===== src/rtl/tmr_pkg.sv =====
package tmr_pkg;
  typedef enum logic [3:0] {
    A_CNT_HI  = 4'd0,
    A_CNT_LO  = 4'd1,
    A_ALT_HI  = 4'd2,
    A_ALT_LO  = 4'd3,
    A_CAP1_HI = 4'd4,
    A_CAP1_LO = 4'd5,
    A_CAP2_HI = 4'd6,
    A_CAP2_LO = 4'd7,
    A_CMP1_HI = 4'd8,
    A_CMP1_LO = 4'd9,
    A_CMP2_HI = 4'd10,
    A_CMP2_LO = 4'd11,
    A_STATUS  = 4'd12
  } reg_addr_e;

  // flag vector index; status bits [7:3] hold flag[4:0]
  localparam int F_CAP1 = 4;
  localparam int F_CMP1 = 3;
  localparam int F_OVF  = 2;
  localparam int F_CAP2 = 1;
  localparam int F_CMP2 = 0;
  localparam int NFLAG  = 5;
endpackage


===== src/rtl/tmr_counter.sv =====
module tmr_counter #(
  parameter int CNT_W    = 16,
  parameter int PRESCALE = 4
) (
  input  logic             clk,
  input  logic             rst,
  input  logic             freeze,
  input  logic             restart,
  output logic [CNT_W-1:0] cnt_q,
  output logic [CNT_W-1:0] cnt_nxt,
  output logic             tick,
  output logic             wrap
);
  localparam int PSC_W = (PRESCALE > 1) ? $clog2(PRESCALE) : 1;
  localparam logic [PSC_W-1:0] PSC_END = PSC_W'(PRESCALE - 1);

  logic [PSC_W-1:0] psc_q;

  assign tick    = !freeze && !restart && (psc_q == PSC_END);
  assign cnt_nxt = cnt_q + 1'b1;
  assign wrap    = tick && (cnt_q == {CNT_W{1'b1}});

  always_ff @(posedge clk) begin
    if (rst || restart) begin
      psc_q <= '0;
      cnt_q <= '0;
    end else if (!freeze) begin
      psc_q <= (psc_q == PSC_END) ? '0 : psc_q + 1'b1;
      if (tick) cnt_q <= cnt_nxt;
    end
  end

  AST_FROZEN: assert property (@(posedge clk) disable iff (rst)
    freeze && !restart |=> $stable(cnt_q));
  AST_WRAP_ZERO: assert property (@(posedge clk) disable iff (rst)
    wrap |=> cnt_q == '0);
endmodule


===== src/rtl/tmr_capture.sv =====
module tmr_capture #(
  parameter int CNT_W = 16,
  parameter int SYNC  = 2
) (
  input  logic             clk,
  input  logic             rst,
  input  logic             pin,
  input  logic [CNT_W-1:0] cnt,
  output logic [CNT_W-1:0] cap_q,
  output logic             hit
);
  logic [SYNC:0] sh_q;

  assign hit = sh_q[SYNC-1] && !sh_q[SYNC];

  always_ff @(posedge clk) begin
    if (rst) begin
      sh_q  <= '0;
      cap_q <= '0;
    end else begin
      sh_q <= {sh_q[SYNC-1:0], pin};
      if (hit) cap_q <= cnt;
    end
  end

  AST_CAP_LATCH: assert property (@(posedge clk) disable iff (rst)
    hit |=> cap_q == $past(cnt));
endmodule


===== src/rtl/tmr_flags.sv =====
module tmr_flags #(
  parameter int N = 5
) (
  input  logic         clk,
  input  logic         rst,
  input  logic [N-1:0] set_ev,
  input  logic         arm_ld,
  input  logic [N-1:0] clr_acc,
  output logic [N-1:0] flag_q
);
  logic [N-1:0] arm_q;

  for (genvar i = 0; i < N; i++) begin : g_flag
    always_ff @(posedge clk) begin
      if (rst) begin
        flag_q[i] <= 1'b0;
        arm_q[i]  <= 1'b0;
      end else begin
        if (set_ev[i])                   flag_q[i] <= 1'b1;
        else if (clr_acc[i] && arm_q[i]) flag_q[i] <= 1'b0;
        if (arm_ld)                      arm_q[i]  <= flag_q[i];
        else if (clr_acc[i])             arm_q[i]  <= 1'b0;
      end
    end

    AST_CLR_NEEDS_ARM: assert property (@(posedge clk) disable iff (rst)
      $fell(flag_q[i]) |-> $past(arm_q[i]) && $past(clr_acc[i]));
    AST_SET_WINS: assert property (@(posedge clk) disable iff (rst)
      set_ev[i] |=> flag_q[i]);
  end
endmodule


===== src/rtl/cct_timer.sv =====
module cct_timer
  import tmr_pkg::*;
#(
  parameter int DW       = 8,
  parameter int PRESCALE = 4
) (
  input  logic          clk,
  input  logic          rst,
  input  logic [3:0]    bus_addr,
  input  logic          bus_rd,
  input  logic          bus_wr,
  input  logic [DW-1:0] bus_wdata,
  output logic [DW-1:0] bus_rdata,
  input  logic          cap_in1,
  input  logic          cap_in2,
  input  logic          pwm_mode,
  output logic          cmp_out1,
  output logic          cmp_out2
);
  localparam int CNT_W = 2 * DW;

  logic [CNT_W-1:0] cnt_q, cnt_nxt, cap1_q, cap2_q, cmp1_q, cmp2_q;
  logic             tick, wrap, cap1_hit, cap2_hit, match1, match2;
  logic             dis_q, dis_nxt, tog1_q, tog2_q, tog1_nxt, tog2_nxt;
  logic             any_acc, st_rd, restart;
  logic [NFLAG-1:0] flag_q, set_ev, clr_acc;
  logic [DW-1:0]    status;

  assign any_acc = bus_rd || bus_wr;
  assign st_rd   = bus_rd && (bus_addr == A_STATUS);
  assign restart = bus_wr && (bus_addr == A_CNT_LO);
  assign dis_nxt = (bus_wr && bus_addr == A_STATUS) ? bus_wdata[2] : dis_q;

  tmr_counter #(.CNT_W(CNT_W), .PRESCALE(PRESCALE)) u_cnt (
    .clk(clk), .rst(rst), .freeze(dis_q), .restart(restart),
    .cnt_q(cnt_q), .cnt_nxt(cnt_nxt), .tick(tick), .wrap(wrap));

  tmr_capture #(.CNT_W(CNT_W)) u_cap1 (
    .clk(clk), .rst(rst), .pin(cap_in1), .cnt(cnt_q), .cap_q(cap1_q), .hit(cap1_hit));
  tmr_capture #(.CNT_W(CNT_W)) u_cap2 (
    .clk(clk), .rst(rst), .pin(cap_in2), .cnt(cnt_q), .cap_q(cap2_q), .hit(cap2_hit));

  assign match1 = tick && (cnt_nxt == cmp1_q);
  assign match2 = tick && (cnt_nxt == cmp2_q);

  always_comb begin
    set_ev          = '0;
    set_ev[F_CAP1]  = cap1_hit || (pwm_mode && match2);
    set_ev[F_CMP1]  = match1;
    set_ev[F_OVF]   = wrap;
    set_ev[F_CAP2]  = cap2_hit;
    set_ev[F_CMP2]  = match2;
    clr_acc         = '0;
    clr_acc[F_CAP1] = any_acc && (bus_addr == A_CAP1_LO);
    clr_acc[F_CMP1] = any_acc && (bus_addr == A_CMP1_LO);
    clr_acc[F_OVF]  = any_acc && (bus_addr == A_CNT_LO);
    clr_acc[F_CAP2] = any_acc && (bus_addr == A_CAP2_LO);
    clr_acc[F_CMP2] = any_acc && (bus_addr == A_CMP2_LO);
  end

  tmr_flags #(.N(NFLAG)) u_flags (
    .clk(clk), .rst(rst), .set_ev(set_ev), .arm_ld(st_rd),
    .clr_acc(clr_acc), .flag_q(flag_q));

  assign status   = {flag_q, dis_q, 2'b00};
  assign tog1_nxt = tog1_q ^ match1;
  assign tog2_nxt = tog2_q ^ match2;

  always_ff @(posedge clk) begin
    if (rst) begin
      dis_q    <= 1'b0;
      cmp1_q   <= '0;
      cmp2_q   <= '0;
      tog1_q   <= 1'b0;
      tog2_q   <= 1'b0;
      cmp_out1 <= 1'b0;
      cmp_out2 <= 1'b0;
    end else begin
      dis_q    <= dis_nxt;
      tog1_q   <= tog1_nxt;
      tog2_q   <= tog2_nxt;
      cmp_out1 <= tog1_nxt && !dis_nxt;
      cmp_out2 <= tog2_nxt && !dis_nxt;
      if (bus_wr) begin
        case (bus_addr)
          A_CMP1_HI: cmp1_q[CNT_W-1:DW] <= bus_wdata;
          A_CMP1_LO: cmp1_q[DW-1:0]     <= bus_wdata;
          A_CMP2_HI: cmp2_q[CNT_W-1:DW] <= bus_wdata;
          A_CMP2_LO: cmp2_q[DW-1:0]     <= bus_wdata;
          default: ;
        endcase
      end
    end
  end

  always_ff @(posedge clk) begin
    if (rst) begin
      bus_rdata <= '0;
    end else if (bus_rd) begin
      case (bus_addr)
        A_CNT_HI, A_ALT_HI: bus_rdata <= cnt_q[CNT_W-1:DW];
        A_CNT_LO, A_ALT_LO: bus_rdata <= cnt_q[DW-1:0];
        A_CAP1_HI:          bus_rdata <= cap1_q[CNT_W-1:DW];
        A_CAP1_LO:          bus_rdata <= cap1_q[DW-1:0];
        A_CAP2_HI:          bus_rdata <= cap2_q[CNT_W-1:DW];
        A_CAP2_LO:          bus_rdata <= cap2_q[DW-1:0];
        A_CMP1_HI:          bus_rdata <= cmp1_q[CNT_W-1:DW];
        A_CMP1_LO:          bus_rdata <= cmp1_q[DW-1:0];
        A_CMP2_HI:          bus_rdata <= cmp2_q[CNT_W-1:DW];
        A_CMP2_LO:          bus_rdata <= cmp2_q[DW-1:0];
        A_STATUS:           bus_rdata <= status;
        default:            bus_rdata <= '0;
      endcase
    end
  end

  AST_RSVD_ZERO: assert property (@(posedge clk) disable iff (rst)
    st_rd |=> bus_rdata[1:0] == 2'b00);
  AST_PINS_OFF: assert property (@(posedge clk) disable iff (rst)
    dis_q |-> !cmp_out1 && !cmp_out2);
  AST_PWM_HOOK: assert property (@(posedge clk) disable iff (rst)
    pwm_mode && match2 |=> flag_q[F_CAP1]);
  AST_PIN_TOGGLE: assert property (@(posedge clk) disable iff (rst)
    match1 && !dis_nxt |=> cmp_out1 != $past(cmp_out1));
endmodule


===== config.mk =====
export PLATFORM = sky130hd
export DESIGN_NAME = cct_timer
export DESIGN_NICKNAME = d
export VERILOG_FILES = /design/src/rtl/tmr_pkg.sv /design/src/rtl/tmr_counter.sv /design/src/rtl/tmr_capture.sv /design/src/rtl/tmr_flags.sv /design/src/rtl/cct_timer.sv
export SDC_FILE = /design/constraint.sdc
export NUM_CORES = 1
export LEC_CHECK = 0
export BUFFER_PORTS_ARGS = -buffer_cell sky130_fd_sc_hd__buf_2
export CAP_MARGIN = 40
export CELL_PAD_IN_SITES_DETAIL_PLACEMENT = 1
export CELL_PAD_IN_SITES_GLOBAL_PLACEMENT = 1
export CORE_MARGIN = 5
export CORE_UTILIZATION = 51
export CTS_BUF_LIST = sky130_fd_sc_hd__clkbuf_8
export DETAILED_ROUTE_END_ITERATION = 10
export PLACE_DENSITY = 0.95
export SETUP_SLACK_MARGIN = 0.1
export SKIP_CTS_REPAIR_TIMING = 1
export SYNTH_ARGS = -nofsm -noshare
export SYNTH_HDL_FRONTEND = slang
export SYNTH_SLANG_ARGS = --single-unit

===== constraint.sdc =====
create_clock -name clk -period 5.5 [get_ports clk]
set_input_delay 0.55 -clock clk [delete_from_list [all_inputs] [get_ports clk]]
set_output_delay 0.55 -clock clk [all_outputs]
set_load 0.1 [all_outputs]

======== Word level (Yosys, flattened, before mapping) ========
Cells that the tools add are included.
word-level totals
  flip-flop bits (word level) ............. 111
  output and inout port bits .............. 10
cells by class
  $add $sub $neg .......................... 2
  equal/unequal tests ..................... 16
  muxes and demuxes ....................... 23
  bitwise operators ....................... 3
  reductions and logical operators ........ 49
operators by type and width
  operator                 count
  $pmux W8 S11             1
  $eq A16 B16 Y1           2
  $logic_and A1 B1 Y1      23
  $mux W1                  21
  $eq A4 B4 Y1 const B     5
  $reduce_bool A2 Y1       10
  $add A16 B1 Y16 const B  1
  $eq A16 B16 Y1 const B   1
  $eq A4 B3 Y1 const B     4
  $reduce_and A2 Y1        5
  $eq A4 B2 Y1 const B     2
  $logic_not A1 Y1         5
  $eq A4 B1 Y1 const B     1
  $logic_not A4 Y1         1
  $reduce_or A2 Y1         2
  $logic_or A1 B1 Y1       3
  $add A2 B1 Y2 const B    1
  $eq A2 B2 Y1 const B     1
  $mux W2                  1
  $xor A1 B1 Y1            2
  $not A1 Y1               1

======== Longest topological paths before layout ========
  depth after elaboration ................. 9
  mapped depth ............................ 10
  depth with buffers taken out ............ 8

======== Hierarchy ========
Synthesis repeated with hierarchy kept, for this count alone.
unflattened totals
  cell total of the unflattened synthesis .. 654
  area total of the unflattened synthesis .. 5963.2 µm²
modules (own cells, without submodules)
  module       instances  cells each  area each (µm²)
  cct_timer    1          328         2839.0
  tmr_capture  2          77          843.3
  tmr_counter  1          130         1053.5
  tmr_flags    1          42          384.1

======== Least setup slack after synthesis ========
No wires, ideal clock.
  path type ............................... flip-flop to flip-flop
  start point ............................. register u_cnt.cnt_q[1]
  end point ............................... register tog1_q
  library setup time ...................... 70 ps
  arrival time ............................ 2818 ps
  setup slack ............................. 2612 ps
  stages on the path, launching flop included .. 10
  path buffers ............................ 1
  cell sequence ........................... dfxtp_1 ha_1 nand3_1 or3_1 clkbuf_1 xnor2_1 or4_1 or4_1 or3_1 a21oi_1
on the way
  word-level cells in the longest chain between the ends .. 4
ends and longest elaborated chain
  what                      RTL line           RTL
  start: declaration        tmr_counter.sv:9   output logic [CNT_W-1:0] cnt_q,
  start signal: assignment  tmr_counter.sv:29  if (tick) cnt_q <= cnt_nxt;
  $add A16 B1 Y16           tmr_counter.sv:20  assign cnt_nxt = cnt_q + 1'b1;
  $eq A16 B16 Y1            cct_timer.sv:43    assign match1 = tick && (cnt_nxt == cmp1_q);
  $logic_and A1 B1 Y1       cct_timer.sv:43
  $xor A1 B1 Y1             cct_timer.sv:66    assign tog1_nxt = tog1_q ^ match1;
  end signal: assignment    cct_timer.sv:80    tog1_q <= tog1_nxt;
  end: declaration          cct_timer.sv:24    logic dis_q, dis_nxt, tog1_q, tog2_q, tog1_nxt, tog2_nxt;
No other way between the ends.
A chain may end at the register's enable or synchronous reset.

======== Final worst setup path ========
  start point ............................. register u_cnt.cnt_q[0]
  end point ............................... register tog1_q
Same word-level chain as after synthesis.

==> impl_metrics.yaml <==
floorplanning:
  ios: 29
  fp.dieH_um: 118
  rows: 39
  initial_core_util_pct: 51.8
  die_width_um: 118
  core_area_um2: 11400
  dieArea_um2: 13900
cells_and_area:
  final_cell_count_no_fill: 883
  n_antenna_cell: 0
  syn2layout_area_growth_pct: 5.14
  final_nets: 756
  drive_above_1_share_pct: 8.65
pwr:
  finalPower_mw: 1.45
  power.leakage_nw: 2.14
  power.density_nw_per_um2: 233
  ir_worst_vdd_v: 0.000234
clock_network:
  clk_latency_ns: 0.41
  path_clk_slew_ns: 0.12
  cts.htree.levels: 3
  cts_root_buf: "clkbuf_8"
  cts_buffer_depth: 2
  cts_buffers: 9
  cts_tree: "yes"
  clock-sinks: 111
route:
  initialDrtViolationCount: 643
  wl_per_cell_um: 23.4
  antenna_left: 0
  wl_um: 20700
  vias: 5774
  first_pass_iters: 5
  vias_per_cell: 6.54
  drc: 0
sta:
  report.final.slew_viol_count: 0
  tightest_slew_ns: 0.970
  hold_viol: 0
  fin_crit_sh_pct: 67.1
  setup_viol_count_final: 0
  fin_hold_ws_ns: 0.343
  fin_ws_ns: 1.81
  rsz0062_at_grt: "no"
  slew_headroom_pct: 35.2
  skew_ns: 0.0104
  period_minus_slack_ns: 3.69
  setup-tns-final_ns: 0
  fmax_mhz: 271
yosys:
  synth_seq_cells: 111
  ys_types: 58
  syn_avg_cell_area_um2: 7.86
  ys_seq_area_share_pct: 37.5
  synth_nets: 774
  yosys_most_used_dff: "dfxtp_1"
  syn-instance-count: 753
  syn-cell-area_um2: 5920
  async_flop_share_pct: 0
  ys_warn_count: 0
  synth_edf_count: 0
place:
  gp_congestion: 1.05
  dp_slack_ns: 1.83
  dp_hpwl_um: 15400
  dp.cells: 867
  portBuffers: 28
grt:
  first_global_vias: 5963
  grt_pass1_wl_um: 32600
  antenna_found_initial: 0
  grt_max_degree: 93
  overflow: 0
  track_usage_pct: 29.8
critical_path:
  critPathMaxFanout: 14
  cp-end-kind: "register"
  crit_required_ns: 5.84
  path_class: "register to register"
  worst_setup_path_start_kind: "register"
  worst-endpoint-arrival_ns: 4.02
worst_hold_path:
  hold_class: "primary input to register"
flow_run:
  timing.max_cap.violations: 0
run_status:
  run_status: "completed"
metal layers:
layer  track usage, %  vias to the layer above  wire [um]
li1                 -                     2590          -
met4             14.0                        0        893
met2             47.0                      318       9590
met5                0                        -          0
met3             6.97                       69       1930
met1             38.4                     2797       8230
cells in the final DEF (no fill, tap or decap), types with 4 or more instances in the layout:
master,Yosys,routed
and3_1,6,6
clkbuf_8,0,9
or4_1,5,5
nand2b_1,18,18
nand3b_1,5,5
o21ai_0,26,26
nor2_1,61,61
or3_1,5,5
a31oi_1,6,6
nor4_1,6,6
nand3_1,32,32
xnor2_1,30,30
mux2_2,11,11
inv_1,11,11
mux2i_1,23,23
buf_2,7,28
a32oi_1,4,4
nor3_1,10,10
nand2_1,118,118
a21oi_1,84,84
xor2_1,13,13
a22oi_1,12,12
nand4_1,10,10
buf_4,2,4
dfxtp_1,111,111
o221ai_1,5,5
nor2b_1,28,28
worst paths after layout:
path | startpoint | endpoint | slack, ns | cells past startpoint
worst max-delay path | u_cnt.cnt_q[0]$_SDFFE_PP0P_ | tog1_q$_SDFF_PP0_ | 1.81 | 8
worst min-delay path | cap_in1 | u_cap1.sh_q[0]$_SDFF_PP0_ | 0.34 | 2
worst max register to register | u_cnt.cnt_q[0]$_SDFFE_PP0P_ | tog1_q$_SDFF_PP0_ | 1.81 | 8
worst min register to register | u_cap1.sh_q[0]$_SDFF_PP0_ | u_cap1.sh_q[1]$_SDFF_PP0_ | 0.46 | 1
sequential cells by signal, summed over array words and instances (netlist names):
register        cells
tog2_q              1
u_cnt.psc_q         2
u_cap1.sh_q         3
cmp_out1            1
cmp1_q             16
u_cap2.sh_q         3
u_flags.flag_q      5
u_cap1.cap_q       16
bus_rdata           8
cmp2_q             16
u_flags.arm_q       5
dis_q               1
u_cap2.cap_q       16
u_cnt.cnt_q        16
cmp_out2            1
tog1_q              1
layout make-up:
type	instances	area [um2]
Multi-Input combinational cell	570	3400
Tap cell	143	179
Clock inverter	7	83.8
Fill cell	1451	5190
Timing Repair Buffer	32	170
Sequential cell	111	2220
Inverter	11	41.3
Clock buffer	9	124
per-stage QoR:
stage / util [%] / instance area [um2]
floorplan: - / 5920
global placement: 52.7 / 6020
detailed placement: 52.7 / 6020
CTS: 54.5 / 6220
global route: 54.5 / 6220
finish: 54.5 / 6220
critical path, stage by stage, from the launching register on:
cell     delay, ns
dfxtp_1       0.54
ha_1          0.36
nand3_1       0.42
or3_1         0.54
xnor2_1       0.17
or4_1         0.46
or4_1         0.62
or3_1         0.36
a21oi_1       0.14
power by group:
part	switching, mW	total, mW	leakage [nW]	internal, mW
registers	0.0114	0.824	0.896	0.813
clock network	0.324	0.508	0.105	0.183
logic	0.0860	0.119	1.14	0.0329
total	0.422	1.45	2.14	1.03
logic make-up (layout without fill, tap and decap cells):
kind of cell	after synthesis	after routing	synth area share (%)
XOR/XNOR	47	47	7.93
buffers and inverters	72	59	4.97
flip-flops	111	111	37.5
adder cells (fa/ha/maj)	2	2	0.423
AND/OR/NAND/NOR	314	314	25.1
multiplexers	34	34	5.98
AO/OA/AOI/OAI	173	173	18.0
cells in the mapped netlist (4+ instances only):
master / number / area (um2)
nand2_1: 118 / 443
dfxtp_1: 111 / 2220
a21oi_1: 84 / 420
nor2_1: 61 / 229
clkbuf_1: 44 / 165
nand3_1: 32 / 160
xnor2_1: 30 / 263
nor2b_1: 28 / 175
o21ai_0: 26 / 130
mux2i_1: 23 / 230
nand2b_1: 18 / 113
xor2_1: 13 / 114
a22oi_1: 12 / 90.1
inv_1: 11 / 41.3
mux2_2: 11 / 124
nand4_1: 10 / 62.6
nor3_1: 10 / 50.1
buf_1: 7 / 26.3
buf_2: 7 / 35.0
a31oi_1: 6 / 37.5
and3_1: 6 / 37.5
nor4_1: 6 / 37.5
nand3b_1: 5 / 37.5
o221ai_1: 5 / 43.8
or3_1: 5 / 31.3
or4_1: 5 / 37.5
a32oi_1: 4 / 35.0
Note: power is estimated with default switching activity, not from simulation.
